`config.mk`:
```
export PLATFORM = sky130hd
export DESIGN_NAME = slot_write_queue
export DESIGN_NICKNAME = d
export VERILOG_FILES = /design/src/rtl/swq_pkg.sv /design/src/rtl/swq_control.sv /design/src/rtl/swq_datapath.sv /design/src/rtl/slot_write_queue.sv
export SDC_FILE = /design/constraint.sdc
export NUM_CORES = 1
export LEC_CHECK = 0
export BUFFER_PORTS_ARGS = -buffer_cell sky130_fd_sc_hd__buf_2
export CAP_MARGIN = 20
export CORE_MARGIN = 2
export CORE_UTILIZATION = 40
export CTS_CLUSTER_DIAMETER = 200
export DETAILED_ROUTE_END_ITERATION = 12
export HOLD_SLACK_MARGIN = 0.02
export PLACE_DENSITY = 0.58
export SLEW_MARGIN = 15
export SYNTH_ARGS = -nofsm -noshare
export SYNTH_HDL_FRONTEND = slang
export SYNTH_SLANG_ARGS = --single-unit
```
`constraint.sdc`:
```
create_clock -name clk -period 4.4 [get_ports clk]
set_input_delay 0.66 -clock clk [delete_from_list [all_inputs] [get_ports clk]]
set_output_delay 0.66 -clock clk [all_outputs]
set_load 0.005 [all_outputs]
```
`src/rtl/swq_pkg.sv`:
```
package swq_pkg;
  localparam int DATA_W = 16;
  localparam int ADDR_W = 16;
  localparam int TIME_W = 32;
  localparam int CODE_W = 6;
  localparam int INC_W  = 8;

  localparam logic [3:0] CODE_VRAM_WR  = 4'h1;
  localparam logic [3:0] CODE_CRAM_WR  = 4'h3;
  localparam logic [3:0] CODE_VSRAM_WR = 4'h5;

  typedef enum logic [1:0] {
    TGT_VRAM  = 2'd0,
    TGT_CRAM  = 2'd1,
    TGT_VSRAM = 2'd2,
    TGT_NONE  = 2'd3
  } target_e;

  // strobes from the control to the datapath
  typedef struct packed {
    logic push;
    logic pop;
    logic markPartial;
    logic emitHigh;
    logic emitWord;
    logic rebase;
  } ctrl_strobe_t;

  typedef struct packed {
    logic [TIME_W-1:0] readyTime;
    logic [ADDR_W-1:0] addr;
    logic [DATA_W-1:0] value;
    logic [CODE_W-1:0] code;
    logic              partial;
  } entry_t;

  function automatic target_e decodeTarget(input logic [3:0] c);
    case (c)
      CODE_VRAM_WR:  return TGT_VRAM;
      CODE_CRAM_WR:  return TGT_CRAM;
      CODE_VSRAM_WR: return TGT_VSRAM;
      default:       return TGT_NONE;
    endcase
  endfunction
endpackage

```
`src/rtl/swq_control.sv`:
```
module swq_control
  import swq_pkg::*;
#(
  parameter int DEPTH = 4,
  localparam int IDX_W = $clog2(DEPTH)
) (
  input  logic             clk,
  input  logic             rstN,
  input  logic             wrValid,
  input  logic             slotTick,
  input  logic             rdReq,
  input  logic             rebaseValid,
  input  logic             headReady,
  input  logic [3:0]       headCode,
  input  logic             headPartial,
  output ctrl_strobe_t     strobe,
  output logic [IDX_W-1:0] wrIdx,
  output logic [IDX_W-1:0] rdIdx,
  output logic [DEPTH-1:0] validMask,
  output logic             wrReady,
  output logic             queueEmpty,
  output logic             queueFull,
  output logic             slotUnused
);
  // read pointer carries an extra top bit: set means "no valid head" (empty)
  logic [IDX_W:0]   rdPtr;
  logic [IDX_W:0]   rdPtrNext;
  logic [IDX_W-1:0] wrIdxNext;
  logic [IDX_W-1:0] rdAdv;
  logic [IDX_W-1:0] fillCount;
  logic             rdPending;
  logic             pendClear;
  logic             unusedNext;
  logic             headIsWrite;

  assign rdIdx      = rdPtr[IDX_W-1:0];
  assign queueEmpty = rdPtr[IDX_W];
  assign queueFull  = !queueEmpty && (rdIdx == wrIdx);
  assign wrReady    = !queueFull;
  assign fillCount  = wrIdx - rdIdx;
  assign headIsWrite = (decodeTarget(headCode) != TGT_NONE);

  always_comb begin
    strobe        = '0;
    strobe.push   = wrValid && !queueFull;
    strobe.rebase = rebaseValid;
    pendClear     = 1'b0;
    unusedNext    = 1'b0;
    if (slotTick) begin
      if (rdPending) begin
        pendClear  = 1'b1;
        unusedNext = 1'b1;
      end else if (!queueEmpty && headReady) begin
        if (headCode == CODE_VRAM_WR && !headPartial) begin
          strobe.emitHigh    = 1'b1;
          strobe.markPartial = 1'b1;
        end else begin
          strobe.pop      = 1'b1;
          strobe.emitWord = headIsWrite;
        end
      end else begin
        unusedNext = 1'b1;
      end
    end
  end

  always_comb begin
    wrIdxNext = strobe.push ? wrIdx + 1'b1 : wrIdx;
    rdAdv     = rdIdx + 1'b1;
    rdPtrNext = rdPtr;
    if (strobe.pop) begin
      if (rdAdv == wrIdx && !strobe.push) rdPtrNext = {1'b1, {IDX_W{1'b0}}};
      else                                rdPtrNext = {1'b0, rdAdv};
    end else if (strobe.push && queueEmpty) begin
      rdPtrNext = {1'b0, wrIdx};
    end
  end

  always_ff @(posedge clk) begin
    if (!rstN) begin
      rdPtr      <= {1'b1, {IDX_W{1'b0}}};
      wrIdx      <= '0;
      rdPending  <= 1'b0;
      slotUnused <= 1'b0;
    end else begin
      rdPtr      <= rdPtrNext;
      wrIdx      <= wrIdxNext;
      rdPending  <= (rdPending && !pendClear) || rdReq;
      slotUnused <= unusedNext;
    end
  end

  // pending entries span from the read index up to the write index
  for (genvar i = 0; i < DEPTH; i++) begin : g_valid
    logic [IDX_W-1:0] offset;
    assign offset = IDX_W'(i) - rdIdx;
    assign validMask[i] = !queueEmpty && (queueFull || offset < fillCount);
  end
endmodule

```
`src/rtl/swq_datapath.sv`:
```
module swq_datapath
  import swq_pkg::*;
#(
  parameter int DEPTH        = 4,
  parameter int SLOT_WIDE    = 16,
  parameter int SLOT_NARROW  = 20,
  parameter int FILL_LATENCY = 3,
  parameter int VSRAM_WORDS  = 40,
  localparam int IDX_W = $clog2(DEPTH)
) (
  input  logic              clk,
  input  logic              rstN,
  input  ctrl_strobe_t      strobe,
  input  logic [IDX_W-1:0]  wrIdx,
  input  logic [IDX_W-1:0]  rdIdx,
  input  logic [DEPTH-1:0]  validMask,
  input  logic [TIME_W-1:0] nowTime,
  input  logic              wideMode,
  input  logic [DATA_W-1:0] wrData,
  input  logic              cfgLoad,
  input  logic [ADDR_W-1:0] cfgAddr,
  input  logic [CODE_W-1:0] cfgCode,
  input  logic [INC_W-1:0]  autoInc,
  input  logic [TIME_W-1:0] rebaseAmount,
  input  logic              rdSel,
  input  logic [ADDR_W-1:0] rdAddr,
  input  logic [DATA_W-1:0] rdRaw,
  output logic              headReady,
  output logic [3:0]        headCode,
  output logic              headPartial,
  output logic              memWe,
  output logic [1:0]        memTarget,
  output logic [ADDR_W-1:0] memAddr,
  output logic [DATA_W-1:0] memData,
  output logic [DATA_W-1:0] rdWord
);
  localparam logic [TIME_W-1:0] DELAY_WIDE   = TIME_W'(SLOT_WIDE * FILL_LATENCY);
  localparam logic [TIME_W-1:0] DELAY_NARROW = TIME_W'(SLOT_NARROW * FILL_LATENCY);
  localparam logic [DATA_W-1:0] CRAM_KEEP    = 16'h0EEE;
  localparam logic [DATA_W-1:0] VSRAM_KEEP   = 16'h03FF;
  localparam logic [DATA_W-1:0] VSRAM_STALE  = 16'hF800;

  entry_t            store [DEPTH];
  entry_t            head;
  entry_t            incoming;
  logic [ADDR_W-1:0] portAddr;
  logic [CODE_W-1:0] portCode;
  logic [DATA_W-1:0] staleValue;
  logic [5:0]        vsramIdx;
  target_e           headTarget;

  always_comb begin
    incoming.readyTime = nowTime + (wideMode ? DELAY_WIDE : DELAY_NARROW);
    incoming.addr      = portAddr;
    incoming.value     = wrData;
    incoming.code      = portCode;
    incoming.partial   = 1'b0;
  end

  for (genvar i = 0; i < DEPTH; i++) begin : g_entry
    entry_t nextEntry;
    always_comb begin
      nextEntry = store[i];
      if (strobe.rebase && validMask[i])
        nextEntry.readyTime = (store[i].readyTime >= rebaseAmount)
                              ? store[i].readyTime - rebaseAmount : '0;
      if (strobe.markPartial && rdIdx == IDX_W'(i))
        nextEntry.partial = 1'b1;
      if (strobe.push && wrIdx == IDX_W'(i))
        nextEntry = incoming;
    end
    always_ff @(posedge clk) begin
      if (!rstN) store[i] <= '0;
      else       store[i] <= nextEntry;
    end
  end

  assign head        = store[rdIdx];
  assign headReady   = head.readyTime <= nowTime;
  assign headCode    = head.code[3:0];
  assign headPartial = head.partial;
  assign headTarget  = decodeTarget(head.code[3:0]);

  always_ff @(posedge clk) begin
    if (!rstN) begin
      portAddr <= '0;
      portCode <= '0;
    end else if (cfgLoad) begin
      portAddr <= cfgAddr;
      portCode <= cfgCode;
    end else if (strobe.push) begin
      portAddr <= portAddr + ADDR_W'(autoInc);
    end
  end

  always_ff @(posedge clk) begin
    if (!rstN) begin
      memWe     <= 1'b0;
      memTarget <= '0;
      memAddr   <= '0;
      memData   <= '0;
    end else begin
      memWe <= 1'b0;
      if (strobe.emitHigh) begin
        memWe     <= 1'b1;
        memTarget <= TGT_VRAM;
        memAddr   <= head.addr;
        memData   <= {8'h00, head.value[15:8]};
      end else if (strobe.emitWord) begin
        memWe     <= 1'b1;
        memTarget <= headTarget;
        if (headTarget == TGT_VRAM) begin
          memAddr <= head.addr ^ 16'h0001;
          memData <= {8'h00, head.value[7:0]};
        end else begin
          memAddr <= head.addr;
          memData <= head.value;
        end
      end
    end
  end

  assign staleValue = store[wrIdx].value;
  assign vsramIdx   = rdAddr[6:1];

  always_comb begin
    if (!rdSel) begin
      rdWord = (rdRaw & CRAM_KEEP) | (staleValue & ~CRAM_KEEP);
    end else if (32'(vsramIdx) < VSRAM_WORDS) begin
      rdWord = (rdRaw & VSRAM_KEEP) | (staleValue & VSRAM_STALE);
    end else begin
      rdWord = '0;
    end
  end
endmodule

```
`src/rtl/slot_write_queue.sv`:
```
module slot_write_queue
  import swq_pkg::*;
#(
  parameter int DEPTH        = 4,
  parameter int SLOT_WIDE    = 16,
  parameter int SLOT_NARROW  = 20,
  parameter int FILL_LATENCY = 3,
  parameter int VSRAM_WORDS  = 40
) (
  input  logic        clk,
  input  logic        rstN,
  input  logic [31:0] nowTime,
  input  logic        wideMode,
  input  logic        cfgLoad,
  input  logic [15:0] cfgAddr,
  input  logic [5:0]  cfgCode,
  input  logic [7:0]  autoInc,
  input  logic        wrValid,
  input  logic [15:0] wrData,
  output logic        wrReady,
  input  logic        slotTick,
  input  logic        rdReq,
  output logic        slotUnused,
  output logic        memWe,
  output logic [1:0]  memTarget,
  output logic [15:0] memAddr,
  output logic [15:0] memData,
  output logic [15:0] statusWord,
  input  logic        rdSel,
  input  logic [15:0] rdAddr,
  input  logic [15:0] rdRaw,
  output logic [15:0] rdWord,
  input  logic        rebaseValid,
  input  logic [31:0] rebaseAmount
);
  localparam int IDX_W = $clog2(DEPTH);
  localparam logic [15:0] STATUS_BASE = 16'h3400;

  ctrl_strobe_t     strobe;
  logic [IDX_W-1:0] wrIdx;
  logic [IDX_W-1:0] rdIdx;
  logic [DEPTH-1:0] validMask;
  logic             headReady;
  logic [3:0]       headCode;
  logic             headPartial;
  logic             queueEmpty;
  logic             queueFull;

  swq_control #(.DEPTH(DEPTH)) u_ctrl (
    .clk, .rstN, .wrValid, .slotTick, .rdReq, .rebaseValid,
    .headReady, .headCode, .headPartial,
    .strobe, .wrIdx, .rdIdx, .validMask,
    .wrReady, .queueEmpty, .queueFull, .slotUnused
  );

  swq_datapath #(
    .DEPTH(DEPTH), .SLOT_WIDE(SLOT_WIDE), .SLOT_NARROW(SLOT_NARROW),
    .FILL_LATENCY(FILL_LATENCY), .VSRAM_WORDS(VSRAM_WORDS)
  ) u_data (
    .clk, .rstN, .strobe, .wrIdx, .rdIdx, .validMask,
    .nowTime, .wideMode, .wrData, .cfgLoad, .cfgAddr, .cfgCode, .autoInc,
    .rebaseAmount, .rdSel, .rdAddr, .rdRaw,
    .headReady, .headCode, .headPartial,
    .memWe, .memTarget, .memAddr, .memData, .rdWord
  );

  assign statusWord = STATUS_BASE | {6'b0, queueEmpty, queueFull, 8'b0};
endmodule

```
# After elaboration in Yosys (flattened, before gate mapping)
# Memories as Yosys holds them, arrays and structs flattened. A register that Yosys moved wholly into a read port is not among the register bits.
# Cells that the tools add are included.
# classes
order_cmp	10
eq_ne	12
addsub	13
muxes	53
n_bitwise	8
reduce_logical	41
# ops
op	n
two-way mux 71 bit	8
two-way mux 32 bit	8
>= comparator 32 bit	4
subtractor 32 bit	4
two-way mux 16 bit	7
adder 32 bit	1
less-or-equal comparator 32 bit	1
logical AND 1 bit	23
adder 16 x 8 -> 16 bit	1
two-way mux 4 bit	4
two-way mux 8 bit	2
bitwise OR 10 x 16 -> 16 bit	1
bitwise OR 12 x 16 -> 16 bit	1
two-way mux 1 bit	15
two-way mux 2 bit	5
two-way mux 3 bit	3
equality test 2 bit (second input constant)	4
less-than comparator 2 bit	4
logical NOT 2 bit	3
less-than comparator 6 bit (second input constant)	1
one-hot mux 2 bit (3 select lines)	1
nonzero test 2 bit	3
logical NOT 1 bit	5
logical OR 1 bit	5
14 further kinds	23
# word_totals
ram_bits	284
ff_bits	64
wordCells	149
n_memories	1
input_bits	151
out_inout_bits	69
# mem_list
name	words	word_bits	rd	rd_clocked_by_memory_dff	write_ports	line_no	source
u_data.store	4	71	6	2	4	swq_datapath.sv:43	entry_t store [DEPTH];

# Longest topological paths before layout
# depth
ltp_word	11
depth_mapped	16
ltp_nobuf	13

# By module
# Synthesis repeated with hierarchy kept, for this count alone.
# unflattened
cells_unflattened	2972
area_unflattened_um2	23855.4
# by_module_without_submodules
module	n_inst	cells_each	seq_area_each_um2	area_per_inst_um2
swq_datapath	1	2882	6626.4	23110.9
swq_control	1	72	140.1	616.8
slot_write_queue	1	18	0.0	127.6

# Least setup slack after synthesis
# OpenSTA, ideal clock, no wires.
# synth_path
path_type	register to register
from	register with a tool-made name
to	register with a tool-made name
path_buffers	5
setup_slack_ps	42
arrival_ps	4293
setup_ps	65
period_less_slack_ps	4358
path_stages_with_launch	17
required_time_ps	4335
path_cell_list	dfxtp_1 > buf_2 > buf_2 > buf_1 > buf_2 > mux4_2 > ha_1 > a21o_1 > a21o_1 > a21oi_1 > o21ai_0 > o31ai_2 > nand2_1 > or3_1 > clkbuf_1 > mux2_1 > nor2_1

==> impl_metrics.csv <==
group,metric,value,unit
outcome,status,"finished clean",
critical_path,worstSetupStartpointType,"flip-flop",
clock_tree,cts_buffers,42,
floorplan,initial_core_util,40.41,%
global_routing,grt_pass1_wl,124100,um
pwr,powerDensity,339.4,nW/um^2
synth,postSynth.asyncResetShare,0,%
pwr,leakage,10.97,nW
place,io_buffers,186,
synth,ys_warn_count,0,
sta,worst_pin_slew,0.9556,ns
synth,synth_area_leader_cell,"dfxtp_1",
floorplan,die_y,245.2,um
min_path,min_path_type,"primary input to flip-flop",
critical_path,path_cells,"mux4_2, ha_1, a21o_1, a21o_1, a21oi_1, o21ai_0, o31ai_2, nand2_1, or3_1, mux2_1, nor2_1",
critical_path,critical_path.top_delay_family,"compound AO/OA/AOI/OAI gates",
critical_path,crit_buf_inv,0,
layout,instances_no_fill,3764,
critical_path,cpPeakStageDelay,0.54,ns
global_routing,grt_pass1_vias,21562,
critical_path,endpoint_kind,"flip-flop",
synth,synthCells,2837,
global_routing,grt_antenna_before_repair,1,
routing,vias,22522,
pwr,p_total,8.992,mW
layout,final_nets,3309,
sta,setup_tns,0,ns
clock_tree,cts_root_buffer,"clkbuf_16",
critical_path,crit_path_frequent_cell,"a21o_1",
layout,final_core_util,46.01,%
sta,rsz0062_at_grt,"false",
layout,multi_input_area,15250,um^2
floorplan,boundaryPins,220,
sta,finalWorstPathRequiredPeriod,4.126,ns
routing,drt-pass1-iter-count,9,
min_path,whs_path_depth,3,
critical_path,reg2reg_depth,11,
layout,fill_cells,5663,
synth,yosysSeqAreaShare,29.42,%
place,placedCellCount,3688,
run,cap_violations,0,
critical_path,worstPathRequired,4.90,ns
global_routing,grt_max_degree,184,
sta,maxSlewHeadroom,36.29,%
routing,drcViolationCount,0,
critical_path,ff2ff_setup_slack,0.27,ns
sta,setup_viol,0,
floorplan,row_count,88,
sta,fin_ws,0.2742,ns
critical_path,crit_type,"flip-flop to flip-flop",
routing,viasPerCell,5.984,
global_routing,grtUsageTotal,26.31,%
critical_path,crit_arrival,4.63,ns
layout,stdcell_area,26500,um^2
clock_tree,clock_path_buffers,3,
global_routing,grt_overflow,0,
layout,regArea,6854,um^2
clock_tree,postCtsSetupRepairBufs,0,
clock_tree,htree_levels,2,
floorplan,dieArea,60120,um^2
place,dpl.hpwl,59370,um
synth,synth_top_area_share,29.42,%
min_path,hold_end,"u_data.portCode[2]$_SDFFE_PN0P_",
layout,antenna_cells,0,
clock_tree,cts_tree,"yes",
floorplan,die_x,245.2,um
sta,drv_slew,0,
sta,final-hold-violation-count,0,
synth,synthFlopType,"dfxtp_1",
critical_path,crit_fanout,7,
sta,fin_crit_sh,93.77,%
layout,areaGrowthSynthToFinish,13.86,%
routing,drtIter0Drc,2247,
sta,fmax,242.4,MHz
routing,wl_per_cell,21.46,um
clock_tree,clkTransAtPathRegs,0.06,ns
clock_tree,insertion_delay,0.58,ns
min_path,hp-start,"cfgCode[2]",
routing,wirelength,80780,um
pwr,peakVddDrop,0.2768,mV
synth,synth_edf_count,0,
clock_tree,cts_sinks,342,
clock_tree,cts_resized,0,
place,dpl-instance-area,25050,um^2
synth,synth_cell_type_count,83,
routing,drtAntennaViolNets,0,
sta,hold_slack,0.3162,ns
place,dp_slack,0.2625,ns
sta,fin_skew,0.01574,ns
layout,drive_above_1_share,14.57,%
synth,ys_top_cells_by_area,"dfxtp_1 (29%), ha_1 (9.8%), mux4_2 (7.4%), a21oi_1 (7.3%), nand2_1 (7.0%)",
floorplan,coreArea,57590,um^2
place,gp_congestion,0.9101,
synth,synth-seq-cells,342,
clock_tree,postCtsHoldBufs,0,
synth,netlist_area,23270,um^2
critical_path,slowest_stage,"mux4_2",
synth,synth.avg_cell_area,8.203,um^2
## tightest hold or removal path: cells and delay by family
kind          cells  cell delay [ns]
simple gates      1             0.07
buf+inv           1             0.08
mux               1             0.05
## worst max path at each step
stage                                             endpoint  slack, ns  cells after the start
after global placement    u_data.store[0][51]$_SDFFE_PN0P_       0.28                     15
after floorplan                                  flip-flop       0.04                     16
after CTS                                        flip-flop       0.33                     11
final                                            flip-flop       0.27                     11
after detailed placement  u_data.store[0][51]$_SDFFE_PN0P_       0.26                     15
after global routing                             flip-flop       0.11                     11
## routing by layer
layer | vias to the layer above | GRT usage (%) | part of all wire, %
li1 | 10619 | - | -
met5 | - | 0 | 0.016
met3 | 112 | 3.674 | 7.4
met2 | 843 | 42.92 | 46
met4 | 2 | 7.012 | 2.2
met1 | 10946 | 36.32 | 44
## report_power, final
part / total (mW) / switching (mW) / internal [mW]
clock network: 3.61 / 1.49 / 2.12
registers: 3.38 / 0.156 / 3.23
logic: 2.00 / 1.23 / 0.777
## flip-flops by register name, summed over array words and instances (netlist names), named ones only
| name | count |
|---|---|
| u_ctrl.rdPending | 1 |
| u_ctrl.rdPtr | 3 |
| u_ctrl.slotUnused | 1 |
| u_ctrl.wrIdx | 2 |
| u_data.memAddr | 16 |
| u_data.memData | 16 |
| u_data.memTarget | 2 |
| u_data.memWe | 1 |
| u_data.portAddr | 16 |
| u_data.portCode | 4 |
| u_data.store | 276 |
## cells by family after synthesis
kind of cell             share of synthesized area (%)
flip-flops                                       29.42
buffers and inverters                            5.350
multiplexers                                     8.307
XOR/XNOR                                         5.457
adder cells (fa/ha/maj)                          10.47
AO/OA/AOI/OAI                                    23.88
AND/OR/NAND/NOR                                  17.08
other                                          0.03227
## Yosys cell counts, types with 14 or more instances
cell and n:
a211oi_1 23, a21o_1 70, a21oi_1 341, a222oi_1 91, a31oi_1 22, and2_1 20, buf_2 14, buf_4 20
clkbuf_1 136, dfxtp_1 342, ha_1 182, inv_1 129, mux2i_1 21, mux4_2 76, nand2_1 431, nand2b_1 18
nand3_1 54, nand4_1 31, nor2_1 233, nor2b_1 19, nor3_1 41, o211ai_1 17, o21a_1 27, o21ai_0 103
o21bai_1 16, o22ai_1 29, xnor2_1 86, xor2_1 59
## placed cells by master, fill, tap and decap left out, types with 42 or more instances in the layout
cell | netlist | layout
nand3_1 | 54 | 54
nand2_1 | 431 | 427
dfxtp_1 | 342 | 340
nor2_1 | 233 | 230
xor2_1 | 59 | 59
a222oi_1 | 91 | 91
o21ai_0 | 103 | 103
ha_1 | 182 | 182
a21o_1 | 70 | 70
buf_2 | 14 | 186
clkbuf_16 | 0 | 42
inv_1 | 129 | 129
buf_4 | 20 | 59
mux4_2 | 76 | 76
xnor2_1 | 86 | 86
a21oi_1 | 341 | 341
## final cells by class
type | count | share of cell area, %
tap | 765 | 3.612
multi-input combinational | 2200 | 57.55
clock inverter | 16 | 0.7886
inverter | 130 | 1.870
sequential | 342 | 25.87
clock buffer | 59 | 4.585
timing repair buffer | 252 | 5.723
Note: power is estimated with default switching activity, not from simulation.
